`src/rtl/arb_pkg.sv`:
```
package arb_pkg;

    typedef enum logic [1:0] {
        OWN_NONE  = 2'd0,
        OWN_LEFT  = 2'd1,
        OWN_RIGHT = 2'd2
    } owner_e;

    typedef struct packed {
        logic busy;   // active-high internal form
        logic we;
    } port_out_s;

    localparam int NUM_PORTS = 2;

    // Decide the owner at the start of contention from who was already present.
    function automatic owner_e first_arrival(input logic l_present, input logic r_present);
        if (r_present && !l_present)
            return OWN_RIGHT;
        return OWN_LEFT;
    endfunction

endpackage

```
`src/rtl/arb_port_track.sv`:
```
module arb_port_track #(
    parameter int ADDR_W = 15
) (
    input  logic              clk,
    input  logic              rst,
    input  logic              en,
    input  logic [ADDR_W-1:0] addr,
    output logic              present
);
    logic              en_q;
    logic [ADDR_W-1:0] addr_q;

    always_ff @(posedge clk) begin
        if (rst) begin
            en_q   <= 1'b0;
            addr_q <= '0;
        end else begin
            en_q   <= en;
            addr_q <= addr;
        end
    end

    assign present = en && en_q && (addr == addr_q);
endmodule

```
`src/rtl/arb_owner.sv`:
```
module arb_owner
    import arb_pkg::*;
(
    input  logic   clk,
    input  logic   rst,
    input  logic   clash,
    input  logic   l_present,
    input  logic   r_present,
    output owner_e winner
);
    owner_e owner_q;

    always_comb begin
        if (owner_q != OWN_NONE)
            winner = owner_q;
        else
            winner = first_arrival(l_present, r_present);
        if (!clash)
            winner = OWN_NONE;
    end

    always_ff @(posedge clk) begin
        if (rst)
            owner_q <= OWN_NONE;
        else
            owner_q <= winner;
    end
endmodule

```
`src/rtl/arb_port_gate.sv`:
```
module arb_port_gate
    import arb_pkg::*;
(
    input  logic      rst,
    input  logic      master_mode,
    input  logic      lost,
    input  logic      busy_n_i,
    input  logic      en,
    input  logic      wr,
    output logic      busy_n_o,
    output port_out_s status
);
    always_comb begin
        status.busy = master_mode ? lost : !busy_n_i;
        status.we   = en && wr && !status.busy;
        busy_n_o    = !(master_mode && lost);
        if (rst) begin
            status.we = 1'b0;
            busy_n_o  = 1'b1;
        end
    end
endmodule

```
`src/rtl/dp_contention_arb.sv`:
```
module dp_contention_arb
    import arb_pkg::*;
#(
    parameter int ADDR_W = 15
) (
    input  logic              clk,
    input  logic              rst,
    input  logic              master_mode,
    input  logic              l_en,
    input  logic              l_wr,
    input  logic [ADDR_W-1:0] l_addr,
    input  logic              l_busy_n_i,
    output logic              l_busy_n_o,
    output logic              l_mem_we,
    input  logic              r_en,
    input  logic              r_wr,
    input  logic [ADDR_W-1:0] r_addr,
    input  logic              r_busy_n_i,
    output logic              r_busy_n_o,
    output logic              r_mem_we
);
    logic [NUM_PORTS-1:0]              en_v, wr_v, bsy_in_v, bsy_out_v, present_v, lost_v;
    logic [NUM_PORTS-1:0][ADDR_W-1:0]  addr_v;
    port_out_s [NUM_PORTS-1:0]         st_v;
    logic                              clash;
    owner_e                            winner;

    assign en_v     = {r_en, l_en};
    assign wr_v     = {r_wr, l_wr};
    assign bsy_in_v = {r_busy_n_i, l_busy_n_i};
    assign addr_v   = {r_addr, l_addr};

    assign clash = l_en && r_en && (l_addr == r_addr);

    assign lost_v[0] = (winner == OWN_RIGHT);
    assign lost_v[1] = (winner == OWN_LEFT);

    for (genvar p = 0; p < NUM_PORTS; p++) begin : g_port
        arb_port_track #(.ADDR_W(ADDR_W)) u_track (
            .clk     (clk),
            .rst     (rst),
            .en      (en_v[p]),
            .addr    (addr_v[p]),
            .present (present_v[p])
        );
        arb_port_gate u_gate (
            .rst         (rst),
            .master_mode (master_mode),
            .lost        (lost_v[p]),
            .busy_n_i    (bsy_in_v[p]),
            .en          (en_v[p]),
            .wr          (wr_v[p]),
            .busy_n_o    (bsy_out_v[p]),
            .status      (st_v[p])
        );
    end

    arb_owner u_owner (
        .clk       (clk),
        .rst       (rst),
        .clash     (clash),
        .l_present (present_v[0]),
        .r_present (present_v[1]),
        .winner    (winner)
    );

    assign l_busy_n_o = bsy_out_v[0];
    assign r_busy_n_o = bsy_out_v[1];
    assign l_mem_we   = st_v[0].we;
    assign r_mem_we   = st_v[1].we;
endmodule

```
`config.mk`:
```
export PLATFORM = sky130hd
export DESIGN_NAME = dp_contention_arb
export DESIGN_NICKNAME = d
export VERILOG_FILES = /design/src/rtl/arb_pkg.sv /design/src/rtl/arb_port_track.sv /design/src/rtl/arb_owner.sv /design/src/rtl/arb_port_gate.sv /design/src/rtl/dp_contention_arb.sv
export SDC_FILE = /design/constraint.sdc
export NUM_CORES = 1
export LEC_CHECK = 0
export CAP_MARGIN = 20
export CORE_MARGIN = 10
export CORE_UTILIZATION = 45
export CTS_BUF_LIST = sky130_fd_sc_hd__clkbuf_4
export DETAILED_ROUTE_END_ITERATION = 6
export PLACE_DENSITY = 0.85
export SYNTH_ARGS = -nofsm -noshare
export SYNTH_HDL_FRONTEND = slang
export SYNTH_SLANG_ARGS = --single-unit
```
`constraint.sdc`:
```
create_clock -name clk -period 2.6 [get_ports clk]
set_input_delay 0.26 -clock clk [delete_from_list [all_inputs] [get_ports clk]]
set_output_delay 0.26 -clock clk [all_outputs]
set_load 0.1 [all_outputs]
```
==> results of run 1 <==
[final cells by class]
class | count | area [um^2] | area share [%]
clock buffers | 7 | 52.6 | 2.49
repair buffers | 44 | 475 | 22.6
flip-flops and latches | 34 | 681 | 32.3
well taps | 46 | 57.6 | 2.73
inverters | 2 | 7.51 | 0.356
multi-input cells | 108 | 833 | 39.5
[worst max-delay path, cell delays in order]
cell             delay (ns)
clkdlybuf4s50_1        0.46
xor2_1                 0.18
or4_4                  0.54
nor4_4                 0.19
o22ai_2                0.14
a21oi_2                0.22
buf_12                 0.20
[registers in the layout (all words and copies together), names as in the netlist]
name and flops:
g_port.u_track.addr_q 30, g_port.u_track.en_q 2, u_owner.owner_q 2
[through the flow]
stage	setup slack (ns)	std cells
finish	0.151	241
floorplan	0.00993	147
detailed placement	0.0106	234
global route	0.0751	241
CTS	0.00404	241
global placement	0.0795	234
[kinds of logic after synthesis]
family                    Yosys count  share of synthesized area (%)
AOI/OAI and AO/OA                   6                           3.30
buffers and inverters               5                           1.24
and+or+nand+nor                    57                           24.6
xor gates and xnor gates           45                           26.0
DFF                                34                           44.9
[power by group through the flow]
| stage | Clock [mW] | Combinational, mW | Sequential (mW) |
|---|---|---|---|
| final | 0.279 | 0.193 | 0.558 |
| after floorplan | 0 | 0.0891 | 0.568 |
| after global routing | 0.313 | 0.210 | 0.560 |
| after detailed placement | 0 | 0.191 | 0.570 |
| after global placement | 0 | 0.186 | 0.569 |
| after CTS | 0.293 | 0.193 | 0.558 |
[repair_timing]
item	CTS	global route
gates resized for setup	0	2
hold buffers	0	0
pin swaps	2	2
endpoints found under the setup margin	1	4
[routing by layer]
metal	track usage, %	vias up	share of wire [%]
li1	-	578	-
met3	4.67	5	4.8
met5	0	-	0
met2	19.7	32	50
met4	4.30	0	1.2
met1	14.0	538	44
[worst min-delay path by stage]
stage	startpoint	end	slack, ns	cells past startpoint
after floorplan	rst	g_port[1].u_track.addr_q[14]	0.33	1
after global placement	u_owner.owner_q[0]	u_owner.owner_q[0]	0.56	2
after detailed placement	u_owner.owner_q[0]	u_owner.owner_q[0]	0.56	2
after CTS	l_en	g_port[0].u_track.en_q	0.56	2
after global routing	r_addr[7]	g_port[1].u_track.addr_q[7]	0.57	2
final	l_en	g_port[0].u_track.en_q	0.57	2
[cells in the final DEF (no fill, tap or decap)]
cell type | synthesis | final
clkdlybuf4s50_1 | 0 | 38
nand4_2 | 1 | 1
nor2b_1 | 31 | 31
nor2_1 | 4 | 4
nor4_1 | 8 | 6
inv_1 | 2 | 2
o211ai_1 | 2 | 2
o22ai_2 | 1 | 1
xnor2_1 | 12 | 12
nand3_1 | 2 | 2
buf_12 | 0 | 4
xor2_1 | 33 | 33
o21a_2 | 1 | 1
buf_4 | 0 | 2
nor4_2 | 0 | 2
dfxtp_1 | 34 | 34
nor2b_2 | 1 | 1
nand2_1 | 2 | 2
nor4_4 | 1 | 1
clkbuf_4 | 0 | 7
nand4_1 | 4 | 4
or2_0 | 1 | 1
or4_4 | 1 | 1
nand4bb_1 | 1 | 1
a21oi_2 | 1 | 2
==> results.json, run 1 <==
{
  "status": "completed",
  "rr_startpoint": "g_port[0].u_track.addr_q[14]",
  "syn2layout_area_growth_pct": 38.9,
  "num-nets-final": 234,
  "synth_fp_nets": 186,
  "clock_sinks": 34,
  "drt-vias-per-instance": 4.78,
  "cts_tree": "yes",
  "rows": 21,
  "leakage_nw": 0.822,
  "ant_nets": 0,
  "globalRouteTotalUtil_pct": 12.1,
  "p_clk_share_pct": 27.1,
  "crit_start": "l_addr[6]",
  "clock-root-buffer": "clkbuf_4",
  "place.gp.congestion": 0.791,
  "drv_cap": 0,
  "worstSetupEndpoint": "l_mem_we",
  "crit_type": "in -> out",
  "endpoint_kind": "primary output",
  "relSlewSlack_pct": 64.3,
  "final_hold_viol_count": 0,
  "cts_made_buffers": 5,
  "start_util_pct": 46.2,
  "fin_crit_sh_pct": 94.2,
  "netlist_instances": 147,
  "seq_area_frac_synth_pct": 44.9,
  "final_area_um2": 2110,
  "core_um2": 3280,
  "routedWlPerCell_um": 14.9,
  "synth_area_leaders": "dfxtp_1 (45%), xor2_1 (19%), nor2b_1 (13%), xnor2_1 (6.9%), nor4_1 (3.3%)",
  "port_buffers": 42,
  "fin_skew_ns": 0.00154,
  "min_period_ns": 2.45,
  "path_max_fanout": 3,
  "grt_pass1_vias": 1185,
  "fmax_ghz": 0.408,
  "via_count": 1153,
  "arrival_ns": 2.19,
  "async_flop_share_pct": 0,
  "p_int_mw": 0.777,
  "synth_top_area_share_pct": 44.9,
  "ys_types": 22,
  "synth_warnings": 0,
  "r2r_setup_slack_ns": 1.05,
  "syn-cell-area_um2": 1520,
  "post-route-util_pct": 64.2,
  "setup_violations": 0,
  "gr-total-overflow": 0,
  "swShare_pct": 24.6,
  "p_seq_share_pct": 54.1,
  "cts_buffer_depth": 2,
  "drt-total-wl_mm": 3.59,
  "cts_max_level": 2,
  "insertion_delay_ns": 0.33,
  "switching_power_mw": 0.254,
  "holdWs_ns": 0.573,
  "synth_ff_type": "dfxtp_1",
  "drv_slew": 0,
  "cp-start-kind": "input pin",
  "grt_start_max_net_pins": 21,
  "dpl_cell_area_um2": 2040,
  "power_per_cell_area_nw_per_um2": 489,
  "min_path_type": "in -> reg",
  "grt_first_pass_wirelength_mm": 5.79,
  "n_antenna_cell": 0,
  "combPwrFrac_pct": 18.8,
  "rsz0062_at_grt": "no",
  "power_mw": 1.03,
  "drive_gt1_share_pct": 11.8,
  "dieArea_um2": 6090,
  "antenna_found_initial": 0,
  "post_cts.repair.setup_buffers": 0,
  "setup_tns_ns": 0,
  "synth_common_cells": "dfxtp_1 (34), xor2_1 (33), nor2b_1 (31), xnor2_1 (12), nor4_1 (8)",
  "drtIter0Drc": 60,
  "clk_pin_slew_ns": 0.09,
  "fillerInstances": 267,
  "io_pins": 43,
  "fp.dieH_um": 78.1,
  "yosysTopAreaCell": "dfxtp_1",
  "synth_edf_count": 0,
  "r2r_cells": 5,
  "drcViolationCount": 0,
  "synth_area_per_cell_um2": 10.3,
  "drt_pass1_iterations": 6,
  "required_ns": 2.34,
  "irDropWorstVdd_uv": 354,
  "hpwl_mm": 2.94,
  "die_x_um": 78.1,
  "synth-seq-cells": 34,
  "r2r-end": "u_owner.owner_q[1]",
  "synth.most_common_cell": "dfxtp_1",
  "tightest_slew_ns": 0.533
}
Note: power is estimated with default switching activity, not from simulation.
==> run 2, diff against run 1 <==
ABC_CLOCK_PERIOD_IN_PS = 2600   (was not set)
SLEW_MARGIN = 30   (was not set)
==> results of run 2 <==
No change in the layout: final DEF, timing and power equal those of run 1.
==> run 3, diff against run 2 <==
ABC_AREA = 1   (was not set)
PLACE_DENSITY = 0.81   (was 0.85)
SYNTH_HIERARCHICAL = 1   (was not set)
==> results.json, run 3 <==
{
  "r2r_setup_slack_ns": 1.32,
  "synth_edf_count": 0,
  "grt_pass1_vias": 1933,
  "final_common_cell": "nand2_1",
  "setup_violations": 0,
  "largest_registers": "g_port.u_track/addr_q (30), g_port.u_track/en_q (2), u_owner/owner_q (2)",
  "ant_nets": 0,
  "place.gp.congestion": 0.835,
  "crit_buf_inv": 5,
  "regMostFlops": "g_port.u_track/addr_q",
  "final_cell_mix": "nand2_1 (131), inv_1 (105), nor2_1 (50)",
  "final_area_um2": 2650,
  "drv_cap": 0,
  "synth_warnings": 6,
  "yosysTopAreaCell": "dfxtp_1",
  "drtIter0Drc": 87,
  "post_cts.repair.setup_buffers": 0,
  "clk_pin_slew_ns": 0.10,
  "synth_area_per_cell_um2": 5.53,
  "async_flop_share_pct": 0,
  "status": "completed",
  "drv_slew": 0,
  "syn-cell-area_um2": 2000,
  "min_to": "g_port[1].u_track/en_q",
  "core_um2": 4320,
  "leakage_nw": 1.75,
  "arrival_ns": 2.12,
  "cts_tree": "yes",
  "synth_ff_type": "dfxtp_1",
  "fin_ws_ns": 0.218,
  "synth.most_common_cell": "nand2_1",
  "seq_area_frac_synth_pct": 34.0,
  "setup_tns_ns": 0,
  "switching_power_mw": 0.302,
  "place_ws_ns": 0.0733,
  "via_count": 1967,
  "crit_type": "in -> out",
  "port_buffers": 42,
  "swShare_pct": 28.1,
  "hpwl_mm": 3.80,
  "fin_crit_sh_pct": 91.6,
  "combPwrFrac_pct": 21.2,
  "cts_made_buffers": 5,
  "die_x_um": 86.7,
  "path_max_fanout": 3,
  "cp_common_cell": "nand2_1",
  "synth_fp_nets": 401,
  "routedWlPerCell_um": 10.2,
  "drt_pass1_iterations": 4,
  "min_path_cells": 3,
  "irDropWorstVdd_uv": 317,
  "tightest_slew_ns": 0.376,
  "num-nets-final": 447,
  "fmax_ghz": 0.420,
  "relSlewSlack_pct": 74.9,
  "drt-vias-per-instance": 4.28,
  "antenna_found_initial": 0,
  "n_antenna_cell": 0,
  "r2r-end": "u_owner/owner_q[0]",
  "p_seq_share_pct": 52.0,
  "synth_top_area_share_pct": 34.0,
  "clock-root-buffer": "clkbuf_4",
  "fp.dieH_um": 86.7,
  "dpl_cell_area_um2": 2510,
  "largest_reg_flops": 30,
  "globalRouteTotalUtil_pct": 12.8,
  "critPathSlowestCell": "clkdlybuf4s50_1",
  "cts_buffer_depth": 2,
  "synth_common_cells": "nand2_1 (131), inv_1 (105), nor2_1 (54), dfxtp_1 (34), nand3_1 (7)",
  "min-delay-start": "r_en",
  "cp-start-kind": "input pin",
  "clock_sinks": 34,
  "min_path_type": "in -> reg",
  "start_util_pct": 46.3,
  "insertion_delay_ns": 0.32,
  "gr-total-overflow": 0,
  "netlist_instances": 362,
  "endpoint_kind": "primary output",
  "final_hold_viol_count": 0,
  "cts_max_level": 2,
  "cts_hold_buffers": 0,
  "path_cells": "clkdlybuf4s50_1 > inv_1 > nand2_1 > nand3_1 > nor2_2 > nand2_1 > nor2_1 > nand2_1 > nand2_1 > nand3_1 > inv_1 > inv_1 > nor2_1 > nand2_1 > o21ai_2 > nor2_2 > buf_12",
  "required_ns": 2.34,
  "critPathTopFamily": "buffers and inverters",
  "rr_startpoint": "g_port[1].u_track/addr_q[4]",
  "cpPeakStageDelay_ns": 0.52,
  "synth-seq-cells": 34,
  "min_period_ns": 2.38,
  "syn2layout_area_growth_pct": 32.5,
  "r2r_cells": 13,
  "drive_gt1_share_pct": 7.84,
  "p_int_mw": 0.774,
  "synth_area_leaders": "dfxtp_1 (34%), nand2_1 (25%), inv_1 (20%), nor2_1 (10%), xnor2_1 (2.6%)",
  "rsz0062_at_grt": "no",
  "dieArea_um2": 7520,
  "fin_skew_ns": 0.00913,
  "drcViolationCount": 0,
  "rows": 24,
  "power_per_cell_area_nw_per_um2": 406,
  "grt_start_max_net_pins": 35,
  "p_clk_share_pct": 26.8,
  "grt_first_pass_wirelength_mm": 8.00,
  "drt-total-wl_mm": 4.68,
  "path_depth": 17,
  "io_pins": 43,
  "ys_types": 16
}
==> run 3: changes by cell type after synthesis, sizes merged, moves of 6 or more <==
| cell | previous run | this run |
|---|---|---|
| inv | 2 | 111 |
| nand2 | 2 | 134 |
| nor2 | 4 | 57 |
| nor2b | 32 | 0 |
| nor4 | 9 | 0 |
| xnor2 | 12 | 6 |
| xor2 | 33 | 0 |
==> run 3: area by class of cell <==
type                    instances  area (um^2)
fillers                       408         1670
multi-input cells             213          895
flip-flops and latches         34          681
repair buffers                 43          543
inverters                     111          417
well taps                      52         65.1
clock buffers                   7         52.6
==> run 3: stage by stage <==
step | hold slack [ns] | util, % | power [mW] | instances
finish | 0.223 | 61.3 | 1.08 | 460
global route | 0.223 | 61.3 | 1.14 | 460
CTS | 0.534 | 59.4 | 1.09 | 460
detailed placement | 0.561 | 58.2 | 0.806 | 453
global placement | 0.543 | 58.2 | 0.800 | 453
floorplan | 0.327 | - | 0.696 | 362
==> run 3: power groups by stage <==
stage          Combinational [mW]  Sequential, mW  Clock, mW
2_1_floorplan               0.127           0.569          0
3_3_place_gp                0.229           0.571          0
3_5_place_dp                0.234           0.572          0
4_1_cts                     0.235           0.560      0.297
5_1_grt                     0.263           0.563      0.317
6_report                    0.228           0.560      0.288
==> run 3: worst reg2reg max path: cells and delay by family, from the launching register on <==
| family | cells | cell delay (ns) |
|---|---|---|
| flops | 1 | 0.35 |
| buf+inv | 2 | 0.09 |
| simple gates | 11 | 0.71 |
==> run 3: worst max-delay path by stage <==
stage / slack, ns / start / endpoint
final: 0.22 / r_addr[7] / l_mem_we
after global routing: 0.006 / r_addr[7] / l_mem_we
after CTS: 0.06 / l_addr[4] / r_mem_we
after detailed placement: 0.07 / l_addr[4] / r_mem_we
after global placement: 0.12 / l_addr[4] / r_mem_we
after floorplan: 0.37 / g_port[0].u_track/addr_q[3] / l_mem_we
==> run 3: layer usage <==
metal  GRT usage [%]  wire, um  share of wire [%]  vias to the layer above
li1                -         -                  -                     1080
met1            14.1      2000                 43                      841
met2            22.9      2290                 49                       42
met3            4.22       354                7.6                        4
met4            3.39        36               0.77                        0
met5               0         0                  0                        -
==> run 3: cells by family (layout without fill, tap and decap cells) <==
group | count (synthesis) | after routing | share of synthesized area (%)
flip-flops | 34 | 34 | 34.0
buffers and inverters | 115 | 161 | 21.8
AND/OR/NAND/NOR | 202 | 202 | 39.6
AO/OA/AOI/OAI | 5 | 5 | 2.00
XOR/XNOR | 6 | 6 | 2.62
==> run 3: timing repair <==
item | in CTS | in global routing
resized for setup | 0 | 34
setup endpoints to repair | 0 | 4
endpoints found under the hold margin | 0 | 0
